### src/rtl/led_tx_pkg.sv
package led_tx_pkg;

  typedef enum logic [1:0] {
    TX_IDLE  = 2'd0,
    TX_SEND  = 2'd1,
    TX_GUARD = 2'd2
  } tx_state_e;

  // Alternating preamble of the given width, starting with a 1.
  function automatic logic [15:0] sync_pattern(input int unsigned width);
    logic [15:0] v;
    v = '0;
    for (int i = 0; i < 16; i++) begin
      if (i < int'(width)) v[i] = ((width - 1 - i) % 2) == 0;
    end
    return v;
  endfunction

  // Output-enable level for one half of a Manchester symbol.
  // oe=1 pulls low; a one is low then high.
  function automatic logic half_oe(input logic bit_v, input logic second_half);
    return second_half ? ~bit_v : bit_v;
  endfunction

  // Microseconds per half-bit for a rate code.
  function automatic int unsigned half_us(input int unsigned rate);
    return 32'd1 << rate;
  endfunction

endpackage

### src/rtl/led_tx_regs.sv
module led_tx_regs
  import led_tx_pkg::*;
#(
  parameter int DATA_W = 8,
  parameter int RATE_W = 2
) (
  input  logic              clk,
  input  logic              rst_n,
  input  logic              wr_en,
  input  logic              addr,
  input  logic [DATA_W-1:0] wdata,
  input  logic              busy,
  input  logic              frame_end,
  output logic [DATA_W-1:0] data_q,
  output logic [RATE_W-1:0] rate_q,
  output logic              start,
  output logic [DATA_W-1:0] rdata
);

  localparam int GO_BIT   = 0;
  localparam int RATE_LSB = 1;
  localparam int BUSY_BIT = DATA_W - 2;
  localparam int DONE_BIT = DATA_W - 1;

  logic ctrl_wr;
  logic data_wr;
  logic done_q;

  assign ctrl_wr = wr_en && (addr == 1'b0);
  assign data_wr = wr_en && (addr == 1'b1);
  assign start   = ctrl_wr && wdata[GO_BIT] && !busy;

  always_ff @(posedge clk) begin
    if (!rst_n) begin
      data_q <= '0;
      rate_q <= '0;
      done_q <= 1'b0;
    end else begin
      if (data_wr && !busy) data_q <= wdata;
      if (ctrl_wr && !busy) rate_q <= wdata[RATE_LSB +: RATE_W];
      if (frame_end) done_q <= 1'b1;
      else if (ctrl_wr && wdata[DONE_BIT]) done_q <= 1'b0;
    end
  end

  always_comb begin
    rdata = '0;
    if (addr) begin
      rdata = data_q;
    end else begin
      rdata[RATE_LSB +: RATE_W] = rate_q;
      rdata[BUSY_BIT]           = busy;
      rdata[DONE_BIT]           = done_q;
    end
  end

  AST_DATA_HELD_BUSY: assert property (@(posedge clk) disable iff (!rst_n)
    busy && data_wr |=> $stable(data_q));
  AST_RATE_HELD_BUSY: assert property (@(posedge clk) disable iff (!rst_n)
    busy && ctrl_wr |=> $stable(rate_q));
  AST_DONE_W1C: assert property (@(posedge clk) disable iff (!rst_n)
    ctrl_wr && wdata[DONE_BIT] && !frame_end |=> !done_q);
  AST_DONE_ON_END: assert property (@(posedge clk) disable iff (!rst_n)
    frame_end |=> done_q);

endmodule

### src/rtl/led_tx_timebase.sv
module led_tx_timebase
  import led_tx_pkg::*;
#(
  parameter int US_DIV = 100,
  parameter int RATE_W = 2
) (
  input  logic              clk,
  input  logic              rst_n,
  input  logic              run,
  input  logic              restart,
  input  logic [RATE_W-1:0] rate,
  output logic              half_tick
);

  localparam int PS_W  = (US_DIV > 1) ? $clog2(US_DIV) : 1;
  localparam int US_W  = (1 << RATE_W);

  logic [PS_W-1:0] ps_cnt;
  logic [US_W-1:0] us_cnt;
  logic            us_tick;
  logic [US_W-1:0] us_last;

  assign us_last   = US_W'(half_us(32'(rate)) - 1);
  assign us_tick   = run && (ps_cnt == PS_W'(US_DIV - 1));
  assign half_tick = us_tick && (us_cnt == us_last);

  always_ff @(posedge clk) begin
    if (!rst_n || restart || !run) begin
      ps_cnt <= '0;
      us_cnt <= '0;
    end else begin
      ps_cnt <= us_tick ? '0 : ps_cnt + 1'b1;
      if (us_tick) us_cnt <= half_tick ? '0 : us_cnt + 1'b1;
    end
  end

  AST_RATE_STABLE_RUN: assert property (@(posedge clk) disable iff (!rst_n)
    run && $past(run) && !restart |-> $stable(rate));

endmodule

### src/rtl/led_tx_serializer.sv
module led_tx_serializer
  import led_tx_pkg::*;
#(
  parameter int DATA_W = 8
) (
  input  logic              clk,
  input  logic              rst_n,
  input  logic              start,
  input  logic [DATA_W-1:0] data,
  input  logic              half_tick,
  output logic              busy,
  output logic              pin_oe,
  output logic              frame_end
);

  localparam int FRAME_BITS = 2 * DATA_W;
  localparam int BIT_W      = $clog2(FRAME_BITS);
  localparam logic [DATA_W-1:0] SYNC = sync_pattern(DATA_W)[DATA_W-1:0];

  tx_state_e             state;
  logic [FRAME_BITS-1:0] shreg;
  logic [BIT_W-1:0]      bit_cnt;
  logic                  phase;
  logic                  last_bit;

  assign last_bit  = (bit_cnt == BIT_W'(FRAME_BITS - 1));
  assign busy      = (state != TX_IDLE);
  assign frame_end = (state == TX_GUARD) && half_tick;
  assign pin_oe    = (state == TX_SEND) && half_oe(shreg[FRAME_BITS-1], phase);

  always_ff @(posedge clk) begin
    if (!rst_n) begin
      state   <= TX_IDLE;
      shreg   <= '0;
      bit_cnt <= '0;
      phase   <= 1'b0;
    end else begin
      case (state)
        TX_IDLE: begin
          if (start) begin
            shreg   <= {SYNC, data};
            bit_cnt <= '0;
            phase   <= 1'b0;
            state   <= TX_SEND;
          end
        end
        TX_SEND: begin
          if (half_tick) begin
            if (!phase) begin
              phase <= 1'b1;
            end else begin
              phase <= 1'b0;
              shreg <= shreg << 1;
              if (last_bit) state <= TX_GUARD;
              else bit_cnt <= bit_cnt + 1'b1;
            end
          end
        end
        TX_GUARD: begin
          if (half_tick) state <= TX_IDLE;
        end
        default: state <= TX_IDLE;
      endcase
    end
  end

  AST_MID_BIT_FLIP: assert property (@(posedge clk) disable iff (!rst_n)
    (state == TX_SEND) && half_tick && !phase |=> pin_oe != $past(pin_oe));
  AST_GUARD_RELEASED: assert property (@(posedge clk) disable iff (!rst_n)
    (state == TX_GUARD) |-> !pin_oe);
  AST_START_ENTERS_SEND: assert property (@(posedge clk) disable iff (!rst_n)
    (state == TX_IDLE) && start |=> (state == TX_SEND) && !phase && (bit_cnt == '0));

endmodule

### src/rtl/led_manchester_tx.sv
module led_manchester_tx
  import led_tx_pkg::*;
#(
  parameter int unsigned CLK_HZ = 100_000_000
) (
  input  logic       clk,
  input  logic       rst_n,
  input  logic       reg_wr,
  input  logic       reg_addr,
  input  logic [7:0] reg_wdata,
  output logic [7:0] reg_rdata,
  output logic       pin_oe
);

  localparam int DATA_W = 8;
  localparam int RATE_W = 2;
  localparam int US_DIV = int'(CLK_HZ / 1_000_000);
  localparam int GAP_W  = $clog2(US_DIV + 1);

  logic [DATA_W-1:0] data_q;
  logic [RATE_W-1:0] rate_q;
  logic              start;
  logic              busy;
  logic              frame_end;
  logic              half_tick;

  led_tx_regs #(.DATA_W(DATA_W), .RATE_W(RATE_W)) u_regs (
    .clk       (clk),
    .rst_n     (rst_n),
    .wr_en     (reg_wr),
    .addr      (reg_addr),
    .wdata     (reg_wdata),
    .busy      (busy),
    .frame_end (frame_end),
    .data_q    (data_q),
    .rate_q    (rate_q),
    .start     (start),
    .rdata     (reg_rdata)
  );

  led_tx_timebase #(.US_DIV(US_DIV), .RATE_W(RATE_W)) u_timebase (
    .clk       (clk),
    .rst_n     (rst_n),
    .run       (busy),
    .restart   (start),
    .rate      (rate_q),
    .half_tick (half_tick)
  );

  led_tx_serializer #(.DATA_W(DATA_W)) u_ser (
    .clk       (clk),
    .rst_n     (rst_n),
    .start     (start),
    .data      (data_q),
    .half_tick (half_tick),
    .busy      (busy),
    .pin_oe    (pin_oe),
    .frame_end (frame_end)
  );

  // Transition spacing monitor for the assertion below.
  logic             oe_prev;
  logic [GAP_W-1:0] gap;

  always_ff @(posedge clk) begin
    if (!rst_n) begin
      oe_prev <= 1'b0;
      gap     <= GAP_W'(US_DIV);
    end else begin
      oe_prev <= pin_oe;
      if (pin_oe != oe_prev) gap <= GAP_W'(1);
      else if (gap < GAP_W'(US_DIV)) gap <= gap + 1'b1;
    end
  end

  AST_EDGE_SPACING: assert property (@(posedge clk) disable iff (!rst_n)
    (pin_oe != oe_prev) |-> (gap >= GAP_W'(US_DIV)));
  AST_IDLE_RELEASED: assert property (@(posedge clk) disable iff (!rst_n)
    !busy |-> !pin_oe);
  AST_END_DROPS_BUSY: assert property (@(posedge clk) disable iff (!rst_n)
    frame_end |=> !busy && reg_rdata[7] == (reg_addr ? data_q[7] : 1'b1));

endmodule

### config.mk
export PLATFORM = sky130hd
export DESIGN_NAME = led_manchester_tx
export DESIGN_NICKNAME = d
export VERILOG_FILES = /design/src/rtl/led_tx_pkg.sv /design/src/rtl/led_tx_regs.sv /design/src/rtl/led_tx_timebase.sv /design/src/rtl/led_tx_serializer.sv /design/src/rtl/led_manchester_tx.sv
export SDC_FILE = /design/constraint.sdc
export NUM_CORES = 1
export LEC_CHECK = 0
export BUFFER_PORTS_ARGS = -buffer_cell sky130_fd_sc_hd__clkbuf_2
export CAP_MARGIN = 20
export CELL_PAD_IN_SITES_DETAIL_PLACEMENT = 0
export CELL_PAD_IN_SITES_GLOBAL_PLACEMENT = 2
export CORE_ASPECT_RATIO = 1.2
export CORE_MARGIN = 2
export CORE_UTILIZATION = 36
export CTS_CLUSTER_SIZE = 12
export DETAILED_ROUTE_END_ITERATION = 7
export GPL_TIMING_DRIVEN = 0
export PLACE_DENSITY_LB_ADDON = 0.3
export SETUP_SLACK_MARGIN = 0.2
export SYNTH_ARGS = -nofsm -noshare
export SYNTH_HDL_FRONTEND = slang
export SYNTH_SLANG_ARGS = --single-unit
### constraint.sdc
create_clock -name clk -period 3 [get_ports clk]
set_clock_uncertainty 0.15 [all_clocks]
set_input_delay 0.3 -clock clk [delete_from_list [all_inputs] [get_ports clk]]
set_output_delay 0.3 -clock clk [all_outputs]
set_load 0.02 [all_outputs]
# After elaboration in Yosys (flattened, before gate mapping)
# Index checks and enable logic that the tools add are counted.
# Widths: inputs -> output; s select.
# word_totals
register_bits,45
wordCells,78
input_bits,12
out_inout_bits,9
# classes
bitwise,2
add_sub_neg,4
n_reduce_logical,24
shifts,1
mux,27
eq_ne,11
# op_table
op,n
$mux 16,3
$pmux 16 s2,1
$mux 4,5
$mux 2,7
$logic_and 1x1->1,11
$reduce_and 5->1,2
$add 4x1->4 const B,2
$ne 2x1->1 const B,4
$pmux 4 s2,1
$add 7x1->7 const B,1
$eq 7x7->1 const B,1
$mux 1,7
$pmux 2 s3,1
$reduce_bool 2->1,3
$eq 4x4->1,1
$eq 4x4->1 const B,1
$ne 2x2->1 const B,2
$reduce_and 4->1,1
$shl 1x2->4 const A,1
$sub 4x1->4 const B,1
$mux 3,1
$reduce_and 3->1,1
$eq 2x1->1 const B,1
$eq 2x2->1 const B,1
6 further kinds,9

# Longest topological paths before layout
# Gate-level depths: netlist (run 1).
# depth
word_depth,7
mapped_depth,8
ltp_nobuf,6

# Hierarchy
# From an unflattened synthesis (run 1), not the netlist that was laid out.
# hier_totals
cells_unflattened,232
hier_area_um2,2252.2
# by_module_without_submodules
mod,instances,cells_each,area_each_um2,seq_area_each_um2
led_tx_serializer,1,120,1188.6,460.4
led_tx_regs,1,57,536.8,220.2
led_tx_timebase,1,55,526.8,220.2

# Least setup slack after synthesis (run 1)
# Ideal clock, no wire load.
# synth_timing
kind,flip-flop to flip-flop
from,reg u_timebase.us_cnt[0]
to,reg u_ser.bit_cnt[1]
path_slack_ns,0.902
setup_time_ns,0.131
stages_incl_launch_ff,8
t_arrival_ns,1.817
n_path_buf,2
period_less_slack_ns,2.098
required_ns,2.719
cell_sequence,dfxtp_1 > or3_4 > a2111oi_4 > o211ai_2 > buf_2 > buf_2 > o2111ai_1 > o31ai_1
# synth_via
elab_chain_cells,4
# synth_rtl
item,line,text
"start, declared",led_tx_timebase.sv:19,logic [US_W-1:0] us_cnt;
"start signal, assigned",led_tx_timebase.sv:33,if (us_tick) us_cnt <= half_tick ? '0 : us_cnt + 1'b1;
$eq 4x4->1,led_tx_timebase.sv:25,assign half_tick = us_tick && (us_cnt == us_last);
$logic_and 1x1->1,led_tx_timebase.sv:25,
$ne 2x1->1 (no line),--,
$reduce_and 5->1 (no line),--,
"end signal, assigned",led_tx_serializer.sv:55,else bit_cnt <= bit_cnt + 1'b1;
"end, declared",led_tx_serializer.sv:22,logic [BIT_W-1:0] bit_cnt;
# No other way between the ends.
# A chain may end at the register's enable or synchronous reset.

# Worst setup path after layout (run 1)
# Ends and elaborated chain as after synthesis.

==> impl_results.md, run 1 <==
* Syn Inst Count at 237
* Antenna violations before repair at 0
* Syn nets at 252
* Worst hold path type: primary input to flop
* Synth Register Bits at 45
* IO buf count at 20
* Slew margin rel. at 0.565
* Compound-Gate Fraction of Synth Area at 0.182
* Crit-path max FO at 10
* Hold Slack at 0.0934 ns
* RSZ-0062 raised after global routing: false
* Power Density at approximately 460 nW/um2
* Mux cell area share after synthesis at 0.103
* Vias in the first global route at 1668
* WL met3 at 121 um
* Crit path launch: u_timebase.us_cnt[0]
* Multi-input logic area at 1200 um2
* Total die area at 6700 um2
* # fillers at 611
* CTS H-tree depth at 2
* Most used DFF post-synth: dfxtp_1
* Vias/cell at 5.15
* CTS Buf Count at 5
* Reg2reg end: u_ser.bit_cnt[1]
* Worst Setup Start Kind: flop
* Fin. max-slew vios at 0
* Hold-fix buffers, CTS at 0
* DRC violations left at 0
* Max Fclk at approximately 420 MHz
* Hold Startpoint: reg_wdata[3]
* Antenna diodes at 0
* Synth-to-layout area growth at 13.3%
* Routability cong. at 0.722
* Final WS setup at 0.612 ns
* Peak supply drop at 0.000225 V
* Count of cell types in the netlist at 43
* CTS tree: done
* Finished Cell Area at 2470 um2
* Setup total negative slack at 0 ns
* Setup CP Type: flop to flop
* Share of cells above drive strength 1 at 0.148
* Outcome: complete, no violations
* DR iter-0 viols at 54
* Fin nets at 279
* Drt total wl at 5190 um
* Wl on met1 at around 2600 um
* Hold Vio Cnt, Final at 0
* Adder-cell share of the synthesized area at 0.0172
* Syn Area/Cell at 9.20 um2
* Worst Hold Endpoint: u_regs.data_q[3]
* Largest cells by area after synthesis: dfxtp_1 (41%), mux2i_1 (8.7%), nor2_1 (4.5%)
* Routed length on met2 at 2430 um
* Final non-filler cell total at 346
* First-pass GRT wire length at 8560 um
* Req. time, crit path at 3.02 ns
* Sequential-to-total area share from yosys stat at 0.413
* Post-CTS setup buffers at 0
* Reg-to-reg slack, setup at 0.61 ns
* Leakage at 0.922 nW
* Die W at 75.1 um
* Initial Util at 0.367
* Clk root buf: clkbuf_8
* Area after DPL at around 2400 um2
* Clock insertion delay at the later pin of the skew report at around 0.29 ns
* Synth top area share at 0.413
* Final Cycle Share at 0.796
* Critical Path AT at 2.41 ns
* Pre-CTS setup slack at 0.597 ns
* CP endpoint kind: flop
* Grt ovf at 0
* Rows at 31
* Max Buffers Root-to-Sink at 2
* Clk sinks at 45
* Largest family of logic cells by synthesized area: simple AND/OR/NAND/NOR gates
* Placed Cells at 339
* Io pins at 21
* Core box area at 5930 um2
* # setup viols final at 0
* Global Route Usage Sum at 0.166
* Worst slew pin tran at about 0.65 ns
* Uppermost layer routed: met4
* Largest area contributor in the netlist: dfxtp_1
* DIE HEIGHT at 89.3 um
* DR WL/cell at 15.0 um
* DP HPWL at between 3000 and 4000 um
* Largest net degree at the start of global routing at 13
* CTS resizes at 0
* Tmin final at 2.39 ns
* CTS clk-pin slew, worst paths at 0.08 ns
* Yosys warns at 0
* DR pass1 iterations at 4
* Xor/xnor share of the synthesized area at 0.0321
* Post-DRT Antenna Nets at 0
* Worst R2R Start: u_timebase.us_cnt[0]
* Post-Synth Simple-Gate Area at 0.219
* Mapped Area at 2180 um2
* FF/Latch Area at 901 um2
* Vias at 1781
* Hold path depth at 3
* Max Cap Viol at 0
* FF-to-FF path depth at 7
* EDFF count, synth at 0
* Async set or reset register ratio after synthesis at 0
## logic make-up (layout without fill, tap and decap cells)
group / after synthesis / in the layout
adder cells (fa/ha/maj): 3 / 3
buffers and inverters: 19 / 46
AO/OA/AOI/OAI: 52 / 52
AND/OR/NAND/NOR: 88 / 88
multiplexers: 22 / 22
XOR/XNOR: 8 / 8
flip-flops: 45 / 45
## registers in the layout, indices dropped and copies added (netlist names)
name and flops:
u_timebase.us_cnt 4, u_ser.bit_cnt 4, u_ser.state 2, u_regs.data_q 8
u_timebase.ps_cnt 7, u_ser.phase 1, u_regs.rate_q 2, u_ser.shreg 16
u_regs.done_q 1
## final cells by class
type	instances	share of cell area
Inverter	3	0.00456
Clock buffer	7	0.0350
Tap cell	82	0.0415
Sequential cell	45	0.365
Buffer	16	0.0258
Timing Repair Buffer	20	0.0405
Multi-Input combinational cell	173	0.488
## metal layers
metal / vias up / global-route usage
li1: 916 / -
met1: 839 / 0.243
met2: 22 / 0.248
met3: 4 / 0.0316
met4: 0 / 0.0438
met5: - / 0
## cell usage in the layout, fill, tap and decap left out, types with 2 or more instances in the layout
cell type and n:
dfxtp_1 45, nor2_1 26, clkbuf_2 20, mux2i_1 19, a21oi_1 16, nand3_1 15, nand2_1 14, clkbuf_1 13
o31ai_1 8, o2111ai_1 7, and2_1 6, or3_1 6, clkbuf_8 6, xnor2_1 5, o211ai_1 4, o311a_1 4
inv_1 3, mux2_2 3, nand2b_1 3, buf_2 3, nor2b_1 3, o21ai_0 3, xor2_1 3, ha_1 3
nor3_1 2, o22ai_1 2, nand3b_1 2, a2111o_1 2, nand4_1 2
## power by group
part,internal (mW),switching [mW],total [mW],leakage [nW]
Sequential,0.611,0.0152,0.626,0.364
Clock,0.183,0.194,0.377,0.0443
Combinational,0.0480,0.0836,0.132,0.514
Total,0.842,0.293,1.13,0.922
## synth_stat cells (2+ instances only)
library cell	n
nor2b_1	3
inv_1	3
o211ai_1	4
mux2i_1	19
nand2b_1	3
nand3_1	15
o22ai_1	2
clkbuf_1	12
buf_2	3
nor2_1	26
nand3b_1	2
xnor2_1	5
mux2_2	3
xor2_1	3
dfxtp_1	45
o2111ai_1	7
nand4_1	2
ha_1	3
o21ai_0	3
and2_1	6
o311a_1	4
a21oi_1	16
or3_1	6
nor3_1	2
nand2_1	14
a2111o_1	2
o31ai_1	8
## worst max-delay path by stage
stage	end	slack (ns)	cells past startpoint
finish	u_ser.bit_cnt[1]	0.61	7
global route	u_ser.phase	0.36	6
floorplan	u_ser.bit_cnt[1]	0.90	7
CTS	u_ser.phase	0.57	6
detailed placement	u_ser.phase	0.60	6
global placement	u_ser.phase	0.60	6
## metrics by stage
stage	utilization	total power, mW
after floorplan	-	0.728
after global placement	0.402	0.773
after detailed placement	0.402	0.773
after CTS	0.416	1.16
after global routing	0.416	1.20
final	0.416	1.13
## critical path, stage by stage, from the launching register on
cell	delay [ns]
dfxtp_1	0.37
or3_4	0.43
a2111oi_4	0.37
o211ai_2	0.21
buf_2	0.23
buf_2	0.20
o2111ai_1	0.20
o31ai_1	0.09
No activity file was read; power rests on OpenSTA's default activity.
==> inputs of run 2 (changes only) <==
==> constraint.sdc (replaced) <==
create_clock -name clk -period 2.2 [get_ports clk]
set_clock_uncertainty 0.15 [all_clocks]
set_input_delay 0.22 -clock clk [delete_from_list [all_inputs] [get_ports clk]]
set_output_delay 0.22 -clock clk [all_outputs]
set_load 0.02 [all_outputs]
==> run 2 against run 1 <==
Net effect: the flow now finishes with violations (negative setup slack); first-iteration DRC count grew 37%; routed wire length grew 2.1%; utilization grew 3.3 points; fmax grew 7.2%; non-clock buffer count grew 7; design area grew 7.9%; critical path depth shrank 1; sequential share of layout area shrank 2.2 points; register-to-register slack lost 0.64 ns; critical path type unchanged; critical endpoint is now u_ser.bit_cnt[0]; largest power group unchanged.
==> impl_results.md, run 2 (synthesis gave the netlist of run 1 again) <==
* Finished Cell Area at 2660 um2 (+7.9%)
* GR Util met3 at 0.0361 (+0.00451)
* GR peak layer: met2
* Power Density at 578 nW/um2 (+26%)
* Antenna violations before repair at 0 (unchanged)
* Area after DPL at 2450 um2 (+2.7%)
* Clock insertion delay at the later pin of the skew report at 0.29 ns (about the same)
* Most frequent cells in the layout: dfxtp_1 (37), nor2_1 (26), clkbuf_2 (22)
* Largest regs: u_ser.shreg x16, u_regs.data_q x8, u_timebase.ps_cnt x7
* Most common cell after layout, fill and taps aside: dfxtp_1
* Routability cong. at 0.738 (+2.3%)
* Fin. max-slew vios at 0 (unchanged)
* Hold-fix buffers, CTS at 0 (unchanged)
* DRC violations left at 0 (unchanged)
* Total Power at 1.54 mW (+36%)
* Worst hold path type: primary input to flop
* Share of cells above drive strength 1 at 0.268 (+0.121)
* Tmin final at 2.23 ns (-0.161 ns)
* Max Fclk at 449 MHz (+7.2%)
* Comb pwr share at 0.125 (+0.009)
* CTS tree: done
* Number of flip-flops in the largest register at 16 (unchanged)
* Peak supply drop at 0.000256 V (+14%)
* Vias at 1847 (+3.7%)
* Clk sinks at 45 (unchanged)
* CP endpoint kind: flop
* Die W at 75.1 um (unchanged)
* Vias/cell at 5.22 (+1.4%)
* Net Sw Frac at 0.266 (+0.00758)
* Crit-path max FO at 8 (-2)
* Clk root buf: clkbuf_8
* Met2 Usage GRT at 0.285 (+0.0367)
* Fin nets at 286 (+2.5%)
* # setup viols final at 4 (+4)
* Critical Path AT at 2.31 ns (-0.10 ns)
* DR iter-0 viols at 74 (+37%)
* Worst Setup Start Kind: flop
* Outcome: complete, but fails checks
* DP HPWL at 3790 um (+3.2%)
* CTS clk-pin slew, worst paths at 0.08 ns (about the same)
* Post-DRT Antenna Nets at 0 (unchanged)
* Grt ovf at 0 (unchanged)
* IO buf count at 20 (unchanged)
* Initial Util at 0.367 (unchanged)
* DR WL/cell at 15.0 um (-0.17%)
* Core box area at 5930 um2 (unchanged)
* Global Route Usage Sum at 0.170 (+0.00454)
* Hold Vio Cnt, Final at 0 (unchanged)
* GRT met1 Usage at 0.217 (-0.0254)
* Leakage at 0.990 nW (+7.4%)
* DIE HEIGHT at 89.3 um (unchanged)
* RSZ-0062 raised after global routing: true
* CTS H-tree depth at 2 (unchanged)
* First-pass GRT wire length at 8640 um (+0.96%)
* Synth-to-layout area growth at 22.1%
* Slew margin rel. at 0.549 (-0.0160)
* Worst slew pin tran at 0.669 ns (+0.0237 ns)
* Clock share of power at 0.320 (-0.012)
* Max Buffers Root-to-Sink at 2 (unchanged)
* Io pins at 21 (unchanged)
* Switch Pwr at 409 uW (+40%)
* Max Cap Viol at 0 (unchanged)
* Rows at 31 (unchanged)
* Power Internal at 1.13 mW (+34%)
* Drt total wl at 5300 um (+2.1%)
* Setup CP Type: flop to flop
* Largest net degree at the start of global routing at 13 (unchanged)
* Final WS setup at -0.0273 ns (-0.639 ns)
* Flop pwr share at 0.555 (+0.003)
* Req. time, crit path at 2.28 ns (-0.74 ns)
* Antenna diodes at 0 (unchanged)
* Vias in the first global route at 1725 (+3.4%)
* CTS Buf Count at 5 (unchanged)
* Final Cycle Share at 1.01 (+0.216)
* Largest Register: u_ser.shreg
* Failing checks: negative setup slack
* Total die area at 6700 um2 (unchanged)
* DR pass1 iterations at 4 (unchanged)
==> run 2: changes by cell type in the layout (fill, tap and decap cells not counted), moves of 2 or more <==
cell       before  now
dfxtp_1        45   37
buf_4           0    7
dfxtp_2         0    7
o2111ai_1       7    0
o2111ai_2       0    7
a21oi_1        16   14
buf_6           0    2
clkbuf_1       13   11
clkbuf_2       20   22
==> run 2: worst paths after layout <==
kind / slack (ns) / depth (start not counted) / startpoint / endpoint
setup / recovery: -0.03 / 6 / u_timebase.us_cnt[3] / u_ser.bit_cnt[0]
hold / removal: 0.01 / 3 / reg_wdata[5] / u_regs.data_q[5]
setup reg to reg: -0.03 / 6 / u_timebase.us_cnt[3] / u_ser.bit_cnt[0]
hold reg to reg: 0.32 / 2 / u_ser.shreg[7] / u_ser.shreg[7]
==> run 2: critical path: stages, from the launching register on <==
cell	delay, ns
dfxtp_2	0.33
or3_4	0.40
a2111oi_4	0.45
o211ai_2	0.16
buf_6	0.18
or3_4	0.38
a21oi_2	0.12
==> run 2: metal layers <==
metal | up-vias | wire length (um)
li1 | 934 | -
met5 | - | 0
met4 | 0 | 72
met3 | 5 | 172
met2 | 28 | 2620
met1 | 880 | 2430
==> run 2: layout make-up <==
class / count / area (um2)
buffer: 16 / 93.8
clock buffer: 8 / 80.1
fill: 607 / 3270
inverter: 3 / 11.3
multi-input combinational: 173 / 1310
sequential: 45 / 913
tap: 82 / 103
timing repair buffer: 27 / 153
==> run 2: metrics by stage <==
stage	std cells	setup WS, ns	utilization	hold WS (ns)	setup TNS [ns]
global route	354	-0.131	0.449	0.0363	-1.07
detailed placement	339	-0.0608	0.412	0.308	-0.384
finish	354	-0.0273	0.449	0.0132	-0.0609
CTS	354	0.0176	0.445	0.00970	0
global placement	339	-0.0598	0.412	0.294	-0.322
floorplan	237	0.135	-	0.217	0
==> run 2: what timing repair did <==
item / 4_1_cts / 5_1_grt
endpoints found under the setup margin: 28 / 29
resized for setup: 20 / 8
pin swaps: 9 / 4
buffers inserted: 7 / 0
==> run 2: power by group through the flow <==
stage	Sequential (mW)	Combinational, mW	Clock [mW]
2_1_floorplan	0.866	0.132	0
5_1_grt	0.858	0.212	0.540
3_3_place_gp	0.874	0.186	0
6_report	0.855	0.192	0.492
4_1_cts	0.855	0.191	0.515
3_5_place_dp	0.874	0.186	0
==> inputs of run 3 (changes only) <==
--- a/config.mk
+++ b/config.mk
@@ -20,3 +20,4 @@
 export SYNTH_ARGS = -nofsm -noshare
 export SYNTH_HDL_FRONTEND = slang
 export SYNTH_SLANG_ARGS = --single-unit
+export TNS_END_PERCENT = 10
==> run 3 against run 2 <==
Net effect: the run still ends with negative setup slack left; non-clock buffer count up 8; hold slack better by 0.0083 ns; register-to-register slack better by 0.02 ns; power up 2.3%; count of clock-buffer cells in the layout down 1; utilization up 1.7 points; combinational power up 5%; sequential share of layout area down 1.2 points; die area unchanged; design area up 3.9%; worst setup slack better by 0.018 ns; critical path type unchanged; largest cell class unchanged.
==> impl_results.md, run 3 (synthesis gave the netlist of run 1 again) <==
* Outcome: complete, but fails checks
* Failing checks: negative setup slack
* DRC violations left at 0 (unchanged)
* Req. time, crit path at 2.22 ns (-0.06 ns)
* # setup viols final at 3 (-1)
* Most frequent cells in the layout: dfxtp_1 (37), nor2_1 (25), clkbuf_2 (22)
* GRT met1 Usage at 0.226 (+0.00836)
* Number of flip-flops in the largest register at 16 (unchanged)
* Die W at 75.1 um (unchanged)
* CTS H-tree depth at 2 (unchanged)
* Total die area at 6700 um2 (unchanged)
* Worst hold path type: primary input to flop
* Worst R2R Start: u_timebase.us_cnt[0]
* FF-to-FF path depth at 8 (+2)
* DR pass1 iterations at 4 (unchanged)
* Final WS setup at -0.00897 ns (+0.0184 ns)
* Largest net degree at the start of global routing at 13 (unchanged)
* Most common cell after layout, fill and taps aside: dfxtp_1
* Critical Path AT at 2.23 ns (-0.08 ns)
* DP HPWL at 3770 um (-0.66%)
* Synth-to-layout area growth at 26.9%
* Vias/cell at 5.15 (-1.4%)
* Largest Register: u_ser.shreg
* GR Util met3 at 0.0327 (-0.00338)
* Worst slew pin tran at 0.705 ns (+0.0357 ns)
* Global Route Usage Sum at 0.170 (about the same)
* Grt ovf at 0 (unchanged)
* CP endpoint kind: flop
* Post-DRT Antenna Nets at 0 (unchanged)
* RSZ-0062 raised after global routing: true
* Max Fclk at 453 MHz (+0.83%)
* CTS Buf Count at 5 (unchanged)
* First-pass GRT wire length at 8740 um (+1.2%)
* Final non-filler cell total at 361 (+2.0%)
* CTS tree: done
* CTS clk-pin slew, worst paths at 0.09 ns (about the same)
* Setup CP Type: flop to flop
* Hold Startpoint: reg_wdata[6]
* DR WL/cell at 14.8 um (-0.83%)
* IO buf count at 20 (unchanged)
* Core box area at 5930 um2 (unchanged)
* Placed Cells at 339 (unchanged)
* GR peak layer: met2
* Total Power at 1.57 mW (+2.3%)
* Antenna diodes at 0 (unchanged)
* Tmin final at 2.21 ns (-0.0184 ns)
* Rows at 31 (unchanged)
* Crit-path max FO at 5 (-3)
* Clk sinks at 45 (unchanged)
* Largest regs: u_ser.shreg x16, u_regs.data_q x8, u_timebase.ps_cnt x7
* Hold Vio Cnt, Final at 0 (unchanged)
* Vias in the first global route at 1796 (+4.1%)
* Worst Hold Endpoint: u_regs.data_q[6]
* Initial Util at 0.367 (unchanged)
* CP Cell Sequence: or3_4 -> a2111oi_4 -> o211ai_2 -> buf_6 -> buf_6 -> buf_6 -> o211ai_1 -> a21oi_1
* Drt total wl at 5360 um (+1.1%)
* Routability cong. at 0.748 (+1.3%)
* Fin. max-slew vios at 0 (unchanged)
* Peak supply drop at 0.000376 V (+47%)
* Slew margin rel. at 0.525 (-0.0241)
* Reg2reg end: u_ser.shreg[14]
* Power Density at 569 nW/um2 (-1.5%)
* Pre-CTS setup slack at -0.117 ns (-0.0565 ns)
* Fin nets at 294 (+2.8%)
* Antenna violations before repair at 0 (unchanged)
* Clock insertion delay at the later pin of the skew report at 0.30 ns (about the same)
* Most frequent CP cell: buf_6
* Critical Path Max Stage Delay at 0.38 ns (-0.07 ns)
* Max Buffers Root-to-Sink at 2 (unchanged)
* DIE HEIGHT at 89.3 um (unchanged)
* Leakage at 1.04 nW (+5.4%)
* Io pins at 21 (unchanged)
* DR iter-0 viols at 69 (-6.8%)
* Slowest CP cell: or3_4
* Hold path depth at 3 (unchanged)
* Clk root buf: clkbuf_8
* Worst Setup Start Kind: flop
* Share of cells above drive strength 1 at 0.294 (+0.0255)
* # fillers at 598 (-1.5%)
* Max Cap Viol at 0 (unchanged)
* Vias at 1858 (+0.60%)
* Met2 Usage GRT at 0.275 (-0.00957)
* Final Cycle Share at 1.00 (-0.00835)
* Reg-to-reg slack, setup at -0.009 ns (+0.02 ns)
==> run 3: cell count changes in the layout (fill, tap and decap cells not counted), sizes merged <==
cell	previous run	this run
clkbuf	40	38
buf	11	20
==> run 3: power by group <==
part | internal [mW] | switching, mW | leakage, nW
Combinational | 0.0775 | 0.123 | 0.630
Sequential | 0.831 | 0.0202 | 0.369
Clock | 0.250 | 0.272 | 0.0443
Total | 1.16 | 0.415 | 1.04
==> run 3: how the worst max path moves through the flow <==
stage	start	endpoint	slack, ns	cells past startpoint
2_1_floorplan	u_timebase.us_cnt[3]	u_ser.bit_cnt[1]	0.12	7
3_3_place_gp	u_timebase.ps_cnt[3]	u_ser.phase	-0.14	6
3_5_place_dp	u_timebase.us_cnt[3]	u_ser.bit_cnt[1]	-0.12	7
4_1_cts	u_timebase.us_cnt[0]	u_ser.shreg[8]	-0.04	8
5_1_grt	u_timebase.us_cnt[0]	u_ser.shreg[14]	-0.12	8
6_report	u_timebase.us_cnt[0]	u_ser.shreg[14]	-0.009	8
==> run 3: cell type report <==
type	instances	area, um2	area share
plain buffers	16	98.8	0.0357
clock buffers	7	86.3	0.0312
inverters	3	11.3	0.00407
multi-input cells	173	1300	0.471
flip-flops and latches	45	916	0.331
well taps	82	103	0.0371
repair buffers	35	249	0.0900
==> run 3: worst max-delay path: cells and delay by family (launching register included) <==
kind,cells,cell delay [ns]
flip-flops,1,0.35
AND/OR/NAND/NOR,1,0.38
buffers and inverters,3,0.41
AO/OA/AOI/OAI,4,0.77
==> run 3: layer usage <==
layer / vias up / part of all wire
li1: 952 / -
met1: 875 / 0.48
met2: 25 / 0.49
met3: 6 / 0.025
met4: 0 / 0.013
met5: - / 0
==> run 3: metrics by stage <==
stage | TNS [ns] | cell area, um2 | util | hold WS (ns)
after floorplan | 0 | 2190 | - | 0.217
after global placement | -1.40 | 2400 | 0.404 | 0.292
after detailed placement | -1.27 | 2400 | 0.404 | 0.304
after CTS | -0.160 | 2720 | 0.458 | 0.00865
after global routing | -0.796 | 2770 | 0.466 | 0.0301
final | -0.0209 | 2770 | 0.466 | 0.0215
==> run 3: timing repair <==
action	in CTS	in global routing
gates resized for setup	32	14
setup endpoints to repair	35	35
setup buffers	13	0
hold buffers	0	0
gates cloned	2	0
pin swaps	20	7
